**src/rtl/lcd_reg_pkg.sv**
```systemverilog
package lcd_reg_pkg;
  localparam int NUM_REGS = 6;
  localparam int IDX_CTRL = 0;
  localparam int IDX_TIM0 = 1;
  localparam int IDX_TIM1 = 2;
  localparam int IDX_TIM2 = 3;
  localparam int IDX_STAT = 4;
  localparam int IDX_SUBP = 5;

  localparam logic [31:0] CTRL_KEEP_MASK = 32'h01CF_F300;
  localparam logic [31:0] CTRL_RD_PAD    = 32'hFE00_0C34;
  localparam logic [31:0] TIM0_RD_PAD    = 32'h0000_000F;
  localparam logic [31:0] TIM2_RD_PAD    = 32'hFC00_0000;
  localparam logic [31:0] SUBP_MASK      = 32'hA1FF_FFFF;

  localparam int ST_FD_BIT = 0;
  localparam int ST_SE_BIT = 2;
  localparam int ST_PD_BIT = 6;

  typedef struct packed {
    logic fd;
    logic pd;
    logic se;
  } flags_t;
endpackage

```
**src/rtl/lcd_reg_decode.sv**
```systemverilog
module lcd_reg_decode
  import lcd_reg_pkg::*;
#(
  parameter int ADDR_W = 8
) (
  input  logic [ADDR_W-1:0]   addr_i,
  output logic [NUM_REGS-1:0] sel_o,
  output logic                hit_o
);
  for (genvar i = 0; i < NUM_REGS; i++) begin : g_sel
    assign sel_o[i] = (addr_i == ADDR_W'(i * 4));
  end
  assign hit_o = |sel_o;
endmodule

```
**src/rtl/lcd_reg_cfg.sv**
```systemverilog
module lcd_reg_cfg
  import lcd_reg_pkg::*;
#(
  parameter int SIZE_W = 10
) (
  input  logic                clk_i,
  input  logic                rst_ni,
  input  logic                wr_i,
  input  logic [NUM_REGS-1:0] sel_i,
  input  logic [31:0]         wdata_i,
  output logic [31:0]         ctrl_rd_o,
  output logic [31:0]         tim0_rd_o,
  output logic [31:0]         tim1_rd_o,
  output logic [31:0]         tim2_rd_o,
  output logic [31:0]         subp_o,
  output logic                enable_o,
  output logic                mono_o,
  output logic                tft_o,
  output logic [1:0]          imask_o,
  output logic [1:0]          plm_o,
  output logic [SIZE_W:0]     width_o,
  output logic [SIZE_W:0]     height_o,
  output logic                en_rise_p_o,
  output logic                en_fall_p_o,
  output logic [1:0]          plm_next_o
);
  localparam int HI_W = 32 - SIZE_W;

  logic            en_q, mono_q, tft_q;
  logic [1:0]      imask_q, plm_q;
  logic [31:0]     extra_q, tim2_q, subp_q;
  logic [HI_W-1:0] tim0_hi_q, tim1_hi_q;
  logic [SIZE_W:0] width_q, height_q;

  logic wr_ctrl, wr_tim0, wr_tim1;
  assign wr_ctrl = wr_i & sel_i[IDX_CTRL];
  assign wr_tim0 = wr_i & sel_i[IDX_TIM0];
  assign wr_tim1 = wr_i & sel_i[IDX_TIM1];

  always_ff @(posedge clk_i or negedge rst_ni) begin
    if (!rst_ni) begin
      en_q      <= 1'b0;
      mono_q    <= 1'b0;
      tft_q     <= 1'b0;
      imask_q   <= '0;
      plm_q     <= '0;
      extra_q   <= '0;
      tim0_hi_q <= '0;
      tim1_hi_q <= '0;
      width_q   <= '0;
      height_q  <= '0;
      tim2_q    <= '0;
      subp_q    <= '0;
    end else begin
      if (wr_ctrl) begin
        en_q    <= wdata_i[0];
        mono_q  <= wdata_i[1];
        imask_q <= wdata_i[4:3];
        tft_q   <= wdata_i[7];
        plm_q   <= wdata_i[21:20];
        extra_q <= wdata_i & CTRL_KEEP_MASK;
      end
      if (wr_tim0) begin
        tim0_hi_q <= wdata_i[31:SIZE_W];
        width_q   <= {1'b0, wdata_i[SIZE_W-1:0]} + (SIZE_W+1)'(1);
      end
      if (wr_tim1) begin
        tim1_hi_q <= wdata_i[31:SIZE_W];
        height_q  <= {1'b0, wdata_i[SIZE_W-1:0]} + (SIZE_W+1)'(1);
      end
      if (wr_i & sel_i[IDX_TIM2]) tim2_q <= wdata_i;
      if (wr_i & sel_i[IDX_SUBP]) subp_q <= wdata_i & SUBP_MASK;
    end
  end

  // transitions are seen at the write, before the new value lands
  assign en_rise_p_o = wr_ctrl &  wdata_i[0] & ~en_q;
  assign en_fall_p_o = wr_ctrl & ~wdata_i[0] &  en_q;
  assign plm_next_o  = wdata_i[21:20];

  assign ctrl_rd_o = (32'(tft_q) << 23) | (32'(plm_q) << 20) | (32'(tft_q) << 7)
                   | (32'(imask_q) << 3) | (32'(mono_q) << 1) | 32'(en_q)
                   | extra_q | CTRL_RD_PAD;
  // size field reads back as a 32-bit (size - 1), so a zero size shows all ones
  assign tim0_rd_o = {tim0_hi_q, SIZE_W'(0)} | (32'(width_q) - 32'd1) | TIM0_RD_PAD;
  assign tim1_rd_o = {tim1_hi_q, SIZE_W'(0)} | (32'(height_q) - 32'd1);
  assign tim2_rd_o = tim2_q | TIM2_RD_PAD;
  assign subp_o    = subp_q;

  assign enable_o = en_q;
  assign mono_o   = mono_q;
  assign tft_o    = tft_q;
  assign imask_o  = imask_q;
  assign plm_o    = plm_q;
  assign width_o  = width_q;
  assign height_o = height_q;


  width_plus_one_chk: assert property (@(posedge clk_i) disable iff (!rst_ni)
    wr_tim0 |=> width_o == ({1'b0, $past(wdata_i[SIZE_W-1:0])} + (SIZE_W+1)'(1)));

  enable_follows_write_chk: assert property (@(posedge clk_i) disable iff (!rst_ni)
    wr_ctrl |=> enable_o == $past(wdata_i[0]));
endmodule

```
**src/rtl/lcd_reg_flags.sv**
```systemverilog
module lcd_reg_flags
  import lcd_reg_pkg::*;
(
  input  logic       clk_i,
  input  logic       rst_ni,
  input  logic       en_rise_p_i,
  input  logic       en_fall_p_i,
  input  logic [1:0] plm_next_i,
  input  logic [1:0] imask_i,
  input  logic       pal_loaded_i,
  input  logic       sync_fault_i,
  input  logic       redraw_done_i,
  output flags_t     flags_o,
  output logic       en_rise_o,
  output logic       en_fall_o,
  output logic       invalid_o,
  output logic       irq_o
);
  flags_t flags_q, flags_d;
  logic   rise_q, fall_q, invalid_q;

  always_comb begin
    flags_d = flags_q;
    if (pal_loaded_i) flags_d.pd = 1'b1;
    if (sync_fault_i) flags_d.se = 1'b1;
    // an enable transition overrides the set pulses
    if (en_fall_p_i) begin
      flags_d.se = 1'b0;
      if (plm_next_i != 2'd1) flags_d.fd = 1'b1;
    end else if (en_rise_p_i) begin
      flags_d.fd = 1'b0;
      flags_d.pd = 1'b0;
    end
  end

  always_ff @(posedge clk_i or negedge rst_ni) begin
    if (!rst_ni) begin
      flags_q   <= '0;
      rise_q    <= 1'b0;
      fall_q    <= 1'b0;
      invalid_q <= 1'b1;
    end else begin
      flags_q <= flags_d;
      rise_q  <= en_rise_p_i;
      fall_q  <= en_fall_p_i;
      if (redraw_done_i) invalid_q <= 1'b0;
    end
  end

  assign flags_o   = flags_q;
  assign en_rise_o = rise_q;
  assign en_fall_o = fall_q;
  assign invalid_o = invalid_q;
  assign irq_o     = (flags_q.fd & imask_i[0]) | (flags_q.pd & imask_i[1]) | flags_q.se;


  fall_clears_sync_chk: assert property (@(posedge clk_i) disable iff (!rst_ni)
    en_fall_o |-> !flags_o.se);

  rise_clears_done_chk: assert property (@(posedge clk_i) disable iff (!rst_ni)
    en_rise_o |-> (!flags_o.fd && !flags_o.pd));

  sync_set_chk: assert property (@(posedge clk_i) disable iff (!rst_ni)
    (sync_fault_i && !en_fall_p_i) |=> flags_o.se);

  sync_raises_irq_chk: assert property (@(posedge clk_i) disable iff (!rst_ni)
    flags_o.se |-> irq_o);
endmodule

```
**src/rtl/lcd_reg_unit.sv**
```systemverilog
module lcd_reg_unit
  import lcd_reg_pkg::*;
#(
  parameter int ADDR_W = 8,
  parameter int SIZE_W = 10
) (
  input  logic              clk_i,
  input  logic              rst_ni,
  input  logic              req_i,
  input  logic              we_i,
  input  logic [ADDR_W-1:0] addr_i,
  input  logic [31:0]       wdata_i,
  output logic [31:0]       rdata_o,
  output logic              err_o,
  input  logic              pal_loaded_i,
  input  logic              sync_fault_i,
  input  logic              redraw_done_i,
  output logic              enable_o,
  output logic [1:0]        pal_mode_o,
  output logic              tft_o,
  output logic              mono_o,
  output logic [SIZE_W:0]   width_o,
  output logic [SIZE_W:0]   height_o,
  output logic [31:0]       subpanel_o,
  output logic              en_rise_o,
  output logic              en_fall_o,
  output logic              invalid_o,
  output logic              irq_o
);
  logic [NUM_REGS-1:0] sel;
  logic                hit, wr, rd;
  logic [31:0]         ctrl_rd, tim0_rd, tim1_rd, tim2_rd, stat_rd, rd_word;
  logic [1:0]          imask, plm_next;
  logic                rise_p, fall_p;
  flags_t              flags;
  logic [31:0]         rdata_q;
  logic                err_q;

  lcd_reg_decode #(.ADDR_W(ADDR_W)) i_decode (
    .addr_i (addr_i),
    .sel_o  (sel),
    .hit_o  (hit)
  );

  assign wr = req_i & we_i & hit;
  assign rd = req_i & ~we_i;

  lcd_reg_cfg #(.SIZE_W(SIZE_W)) i_cfg (
    .clk_i       (clk_i),
    .rst_ni      (rst_ni),
    .wr_i        (wr),
    .sel_i       (sel),
    .wdata_i     (wdata_i),
    .ctrl_rd_o   (ctrl_rd),
    .tim0_rd_o   (tim0_rd),
    .tim1_rd_o   (tim1_rd),
    .tim2_rd_o   (tim2_rd),
    .subp_o      (subpanel_o),
    .enable_o    (enable_o),
    .mono_o      (mono_o),
    .tft_o       (tft_o),
    .imask_o     (imask),
    .plm_o       (pal_mode_o),
    .width_o     (width_o),
    .height_o    (height_o),
    .en_rise_p_o (rise_p),
    .en_fall_p_o (fall_p),
    .plm_next_o  (plm_next)
  );

  lcd_reg_flags i_flags (
    .clk_i         (clk_i),
    .rst_ni        (rst_ni),
    .en_rise_p_i   (rise_p),
    .en_fall_p_i   (fall_p),
    .plm_next_i    (plm_next),
    .imask_i       (imask),
    .pal_loaded_i  (pal_loaded_i),
    .sync_fault_i  (sync_fault_i),
    .redraw_done_i (redraw_done_i),
    .flags_o       (flags),
    .en_rise_o     (en_rise_o),
    .en_fall_o     (en_fall_o),
    .invalid_o     (invalid_o),
    .irq_o         (irq_o)
  );

  always_comb begin
    stat_rd = '0;
    stat_rd[ST_FD_BIT] = flags.fd;
    stat_rd[ST_SE_BIT] = flags.se;
    stat_rd[ST_PD_BIT] = flags.pd;
  end

  always_comb begin
    rd_word = '0;
    if (sel[IDX_CTRL]) rd_word = ctrl_rd;
    if (sel[IDX_TIM0]) rd_word = tim0_rd;
    if (sel[IDX_TIM1]) rd_word = tim1_rd;
    if (sel[IDX_TIM2]) rd_word = tim2_rd;
    if (sel[IDX_STAT]) rd_word = stat_rd;
    if (sel[IDX_SUBP]) rd_word = subpanel_o;
  end

  always_ff @(posedge clk_i or negedge rst_ni) begin
    if (!rst_ni) begin
      rdata_q <= '0;
      err_q   <= 1'b0;
    end else begin
      if (rd) rdata_q <= rd_word;
      err_q <= req_i & ~hit;
    end
  end

  assign rdata_o = rdata_q;
  assign err_o   = err_q;


  undef_read_zero_chk: assert property (@(posedge clk_i) disable iff (!rst_ni)
    (rd && !hit) |=> (err_o && rdata_o == 32'd0));

  status_write_ignored_chk: assert property (@(posedge clk_i) disable iff (!rst_ni)
    (wr && sel[IDX_STAT] && !pal_loaded_i && !sync_fault_i) |=> $stable(flags));

  subpanel_mask_chk: assert property (@(posedge clk_i) disable iff (!rst_ni)
    (rd && sel[IDX_SUBP]) |=> (rdata_o & ~SUBP_MASK) == 32'd0);

  rdata_hold_chk: assert property (@(posedge clk_i) disable iff (!rst_ni)
    !rd |=> $stable(rdata_o));
endmodule

```
**config.mk**
```make
export PLATFORM = sky130hd
export DESIGN_NAME = lcd_reg_unit
export DESIGN_NICKNAME = d
export VERILOG_FILES = /design/src/rtl/lcd_reg_pkg.sv /design/src/rtl/lcd_reg_decode.sv /design/src/rtl/lcd_reg_cfg.sv /design/src/rtl/lcd_reg_flags.sv /design/src/rtl/lcd_reg_unit.sv
export SDC_FILE = /design/constraint.sdc
export NUM_CORES = 1
export LEC_CHECK = 0
export BUFFER_PORTS_ARGS = -buffer_cell sky130_fd_sc_hd__buf_2
export CAP_MARGIN = 0
export CORE_MARGIN = 2
export CORE_UTILIZATION = 58
export CTS_CLUSTER_DIAMETER = 120
export DETAILED_ROUTE_END_ITERATION = 8
export GPL_ROUTABILITY_DRIVEN = 0
export PLACE_DENSITY = 0.81
export SLEW_MARGIN = 40
export SYNTH_ARGS = -nofsm -noshare
export SYNTH_HDL_FRONTEND = slang
export SYNTH_HIERARCHICAL = 1
export SYNTH_SLANG_ARGS = --single-unit
```
**constraint.sdc**
```tcl
create_clock -name clk_i -period 2.69 [get_ports clk_i]
set_input_delay 0.807 -clock clk_i [delete_from_list [all_inputs] [get_ports clk_i]]
set_output_delay 0.807 -clock clk_i [all_outputs]
set_load 0.005 [all_outputs]
```
==> summary.txt <==
Critical path
  • Reg-to-reg slack, setup: 0.11 ns
  • Startpoint Class: flop
  • CP Capture Type: flop
  • FF-to-FF Start: i_cfg/width_o[7]
  • Critical path type: reg -> reg
  • Worst Setup EP: rdata_o[28]
  • CP required: 3.05 ns
  • WP data arrival: 2.94 ns
  • Cells on worst reg2reg path: 7
  • Worst-path maximum fanout: 22
  • Critical R2R Capture: rdata_o[28]
  • Crit path launch: i_cfg/width_o[7]

Power
  • Cell leakage power: 5.83 nW
  • Pwr dens: 498 nW/µm²
  • Overall power: 5.66 mW
  • Sw Pwr: 1.37 mW
  • Sw Share: 0.243
  • VDD IR max: 406 µV
  • Internal power: 4.28 mW
  • Power share of the clock group: 0.444
  • Logic pwr share: 0.067
  • Flop pwr share: 0.490

Synth
  • Cells after Synth: 1000
  • Proportion of synthesized area in mux cells: 0.0836
  • Synth Flop Type: dfrtp_1
  • Ys async rst share: 1.00
  • Synthesized area: 9550 µm²
  • Combinational family with the most area after synthesis: simple AND/OR/NAND/NOR gates
  • Most numerous cell in the Yosys netlist: nand2_1
  • Most frequent cells after synthesis: 244 x nand2_1, 177 x dfrtp_1, 70 x mux2_2
  • Share of the synthesized area in the top cell type: 0.464
  • Area contributors post-synth: dfrtp_1 46%, nand2_1 9.6%, mux2_2 8.3%, buf_4 4.0%, a21oi_1 3.6%
  • Synth Area in Compound Gates: 0.145
  • XOR/XNOR share of the synthesized area: 0.0128
  • Largest area contributor in the netlist: dfrtp_1
  • Adder-cell area share of the yosys netlist: 0.00262
  • Post-synth EDFFs: 0
  • Average cell area after synthesis: 9.55 µm²
  • Warnings from Yosys: 6
  • Simple-Gate Fraction of Synth Area: 0.206
  • Flops & latches, synth: 178
  • Sequential fraction of the synthesis area: 0.467
  • Post-synth cell types: 59

Hold path
  • Hold/Removal Path Class: in -> async

Timing
  • Min Tclk post-route: 2.58 ns
  • Final hold vios: 0
  • Hold_ws: 0.310 ns
  • # setup viols final: 0
  • Skew final: 0.0102 ns
  • Setup_tns: 0 ns
  • Final worst slack: 0.107 ns
  • Slew Limit Fails: 0
  • Worst Tran Pin Value: 0.625 ns
  • RSZ-0062 raised after global routing: yes
  • Peak Freq: 387 MHz
  • Slew HR: 0.582
  • Period utilisation layout: 0.960

Routing
  • Detailed Routing Iterations Pass 1: 5
  • Vias: 7938
  • Initial DRC count: 738
  • DR vias/cell: 5.83
  • Routed len/inst: 18.6 µm
  • DRT antenna net count: 0
  • Routed wire length: 25.3 mm
  • DR DRC count: 0

Global route
  • Pin count of the biggest net entering global routing: 63
  • All-layer global routing usage: 0.300
  • GR Overflow Total: 0
  • Initial antenna violation count: 0
  • Number of global-route vias before repair: 7953
  • First-pass GRT wire length: 41.2 mm

Final layout
  • Share of cells above drive strength 1: 0.343
  • P&R area growth vs syn: 19.1%
  • Post-route cell area: 11400 µm²
  • Final nets: 1182
  • Ant. Diodes: 0

Clocking
  • CTS tree: built
  • Post-CTS resize count: 0
  • CTS H-Tree Depth: 4
  • Post-CTS setup repair buffer count: 0
  • Cts bufs inserted: 17
  • Clock Latency Late Sink: 0.44 ns
  • Root buffer cell: clkbuf_16
  • Clk buf depth: 2
  • CTS sink cnt: 178
  • Cts hold-fix bufs: 0
  • Clk slew on worst S/H paths: 0.07 ns

Die
  • Top Ports: 143
  • Core ar.: 16000 µm²
  • Rows: 46
  • Die Wd: 132 µm
  • Die height: 132 µm
  • Effective utilization at floorplan: 0.597
  • Die area: 17500 µm²

Placed design
  • Pre-CTS WS: -0.270 ns
  • Area post-placement: 10800 µm²
  • Final HPWL DP: 17.2 mm
  • Port buffer count: 137

Status
  • Status: completed

Run
  • Max-cap viol count: 0
==> power groups by stage <==
| stage | Clock, mW | Combinational, mW | Sequential [mW] |
|---|---|---|---|
| 3_5_place_dp | 0 | 0.377 | 2.82 |
| 2_1_floorplan | 0 | 0.173 | 2.82 |
| 6_report | 2.51 | 0.378 | 2.77 |
| 4_1_cts | 2.54 | 0.379 | 2.77 |
| 5_1_grt | 2.65 | 0.420 | 2.77 |
| 3_3_place_gp | 0 | 0.368 | 2.82 |
==> cells by family (layout without fill, tap and decap cells) <==
logic type      count (synthesis)  count (layout)
xor+xnor                       14              14
simple gates                  419             419
fa+ha+maj                       2               2
flops                         178             178
compound gates                187             187
mux                            71              71
other cells                     2              28
buf+inv                       127             247
==> per-layer routing <==
| layer | GRT usage | wire length [µm] | share of wire | vias up |
|---|---|---|---|---|
| met1 | 0.388 | 10500 | 0.42 | 3906 |
| li1 | - | - | - | 3634 |
| met3 | 0.0565 | 1730 | 0.068 | 72 |
| met4 | 0.139 | 926 | 0.037 | 0 |
| met5 | 0 | 0 | 0 | - |
| met2 | 0.494 | 12100 | 0.48 | 326 |
==> flip-flops by register name, indices dropped and copies added (netlist names), 2 cells and up <==
| name | cells |
|---|---|
| i_cfg/tim1_hi_q | 22 |
| i_cfg/extra_q | 13 |
| i_cfg/imask_o | 2 |
| rdata_o | 32 |
| i_cfg/tim0_hi_q | 22 |
| i_cfg/height_o | 11 |
| i_flags/flags_o | 3 |
| i_cfg/width_o | 11 |
| i_cfg/tim2_q | 26 |
| i_cfg/subp_o | 27 |
| i_cfg/plm_o | 2 |
==> area by class of cell <==
type / instances / area [µm²]
clock inverters: 13 / 149
clock buffers: 19 / 443
well taps: 216 / 270
repair buffers: 208 / 1530
fillers: 1181 / 4630
multi-input cells: 721 / 4500
inverters: 7 / 26.3
flip-flops and latches: 178 / 4460
==> placed cells by master (no fill, tap or decap), drive strengths merged, types with 3 or more instances in the layout <==
| cell | netlist | routed |
|---|---|---|
| or3 | 7 | 7 |
| or4 | 9 | 9 |
| o22ai | 3 | 3 |
| nor3b | 3 | 3 |
| o21bai | 21 | 21 |
| a21oi | 89 | 89 |
| nor2b | 5 | 5 |
| nand4 | 3 | 3 |
| xnor2 | 6 | 6 |
| nor3 | 9 | 9 |
| nor2 | 47 | 47 |
| clkinv | 0 | 5 |
| mux2 | 70 | 70 |
| a221oi | 3 | 3 |
| nand3b | 32 | 32 |
| nor4 | 4 | 4 |
| or2 | 3 | 3 |
| nand3 | 9 | 9 |
| dfrtp | 177 | 177 |
| o31ai | 3 | 3 |
| conb | 2 | 28 |
| inv | 7 | 11 |
| nand2b | 27 | 27 |
| buf | 83 | 208 |
| xor2 | 8 | 8 |
| clkbuf | 37 | 19 |
| o21ai | 22 | 22 |
| o221ai | 29 | 29 |
| nand2 | 254 | 254 |
| a31oi | 11 | 11 |
==> worst min path at each step <==
stage / endpoint / slack (ns) / cells past startpoint
floorplan: i_cfg/tim0_hi_q[10] / 0.44 / 2
global placement: i_cfg/tim1_hi_q[19] / 0.45 / 2
detailed placement: i_cfg/tim0_hi_q[14] / 0.45 / 2
CTS: i_cfg/subp_o[4] / 0.32 / 1
global route: i_cfg/subp_o[4] / 0.33 / 1
finish: rdata_o[3] / 0.31 / 1
==> worst max-delay path: stages, from the launching register on <==
cell and delay, ns:
dfrtp_1 0.39, or4_2 0.68, or4_4 0.68, o21bai_2 0.20, nand2_1 0.07, a21oi_1 0.12, o221ai_1 0.20, a21oi_1 0.17
==> stage by stage <==
step	util	instances
finish	0.711	1362
global route	0.711	1362
CTS	0.711	1362
detailed placement	0.674	1330
global placement	0.674	1330
floorplan	-	1026
(Power assumes the default switching activity.)
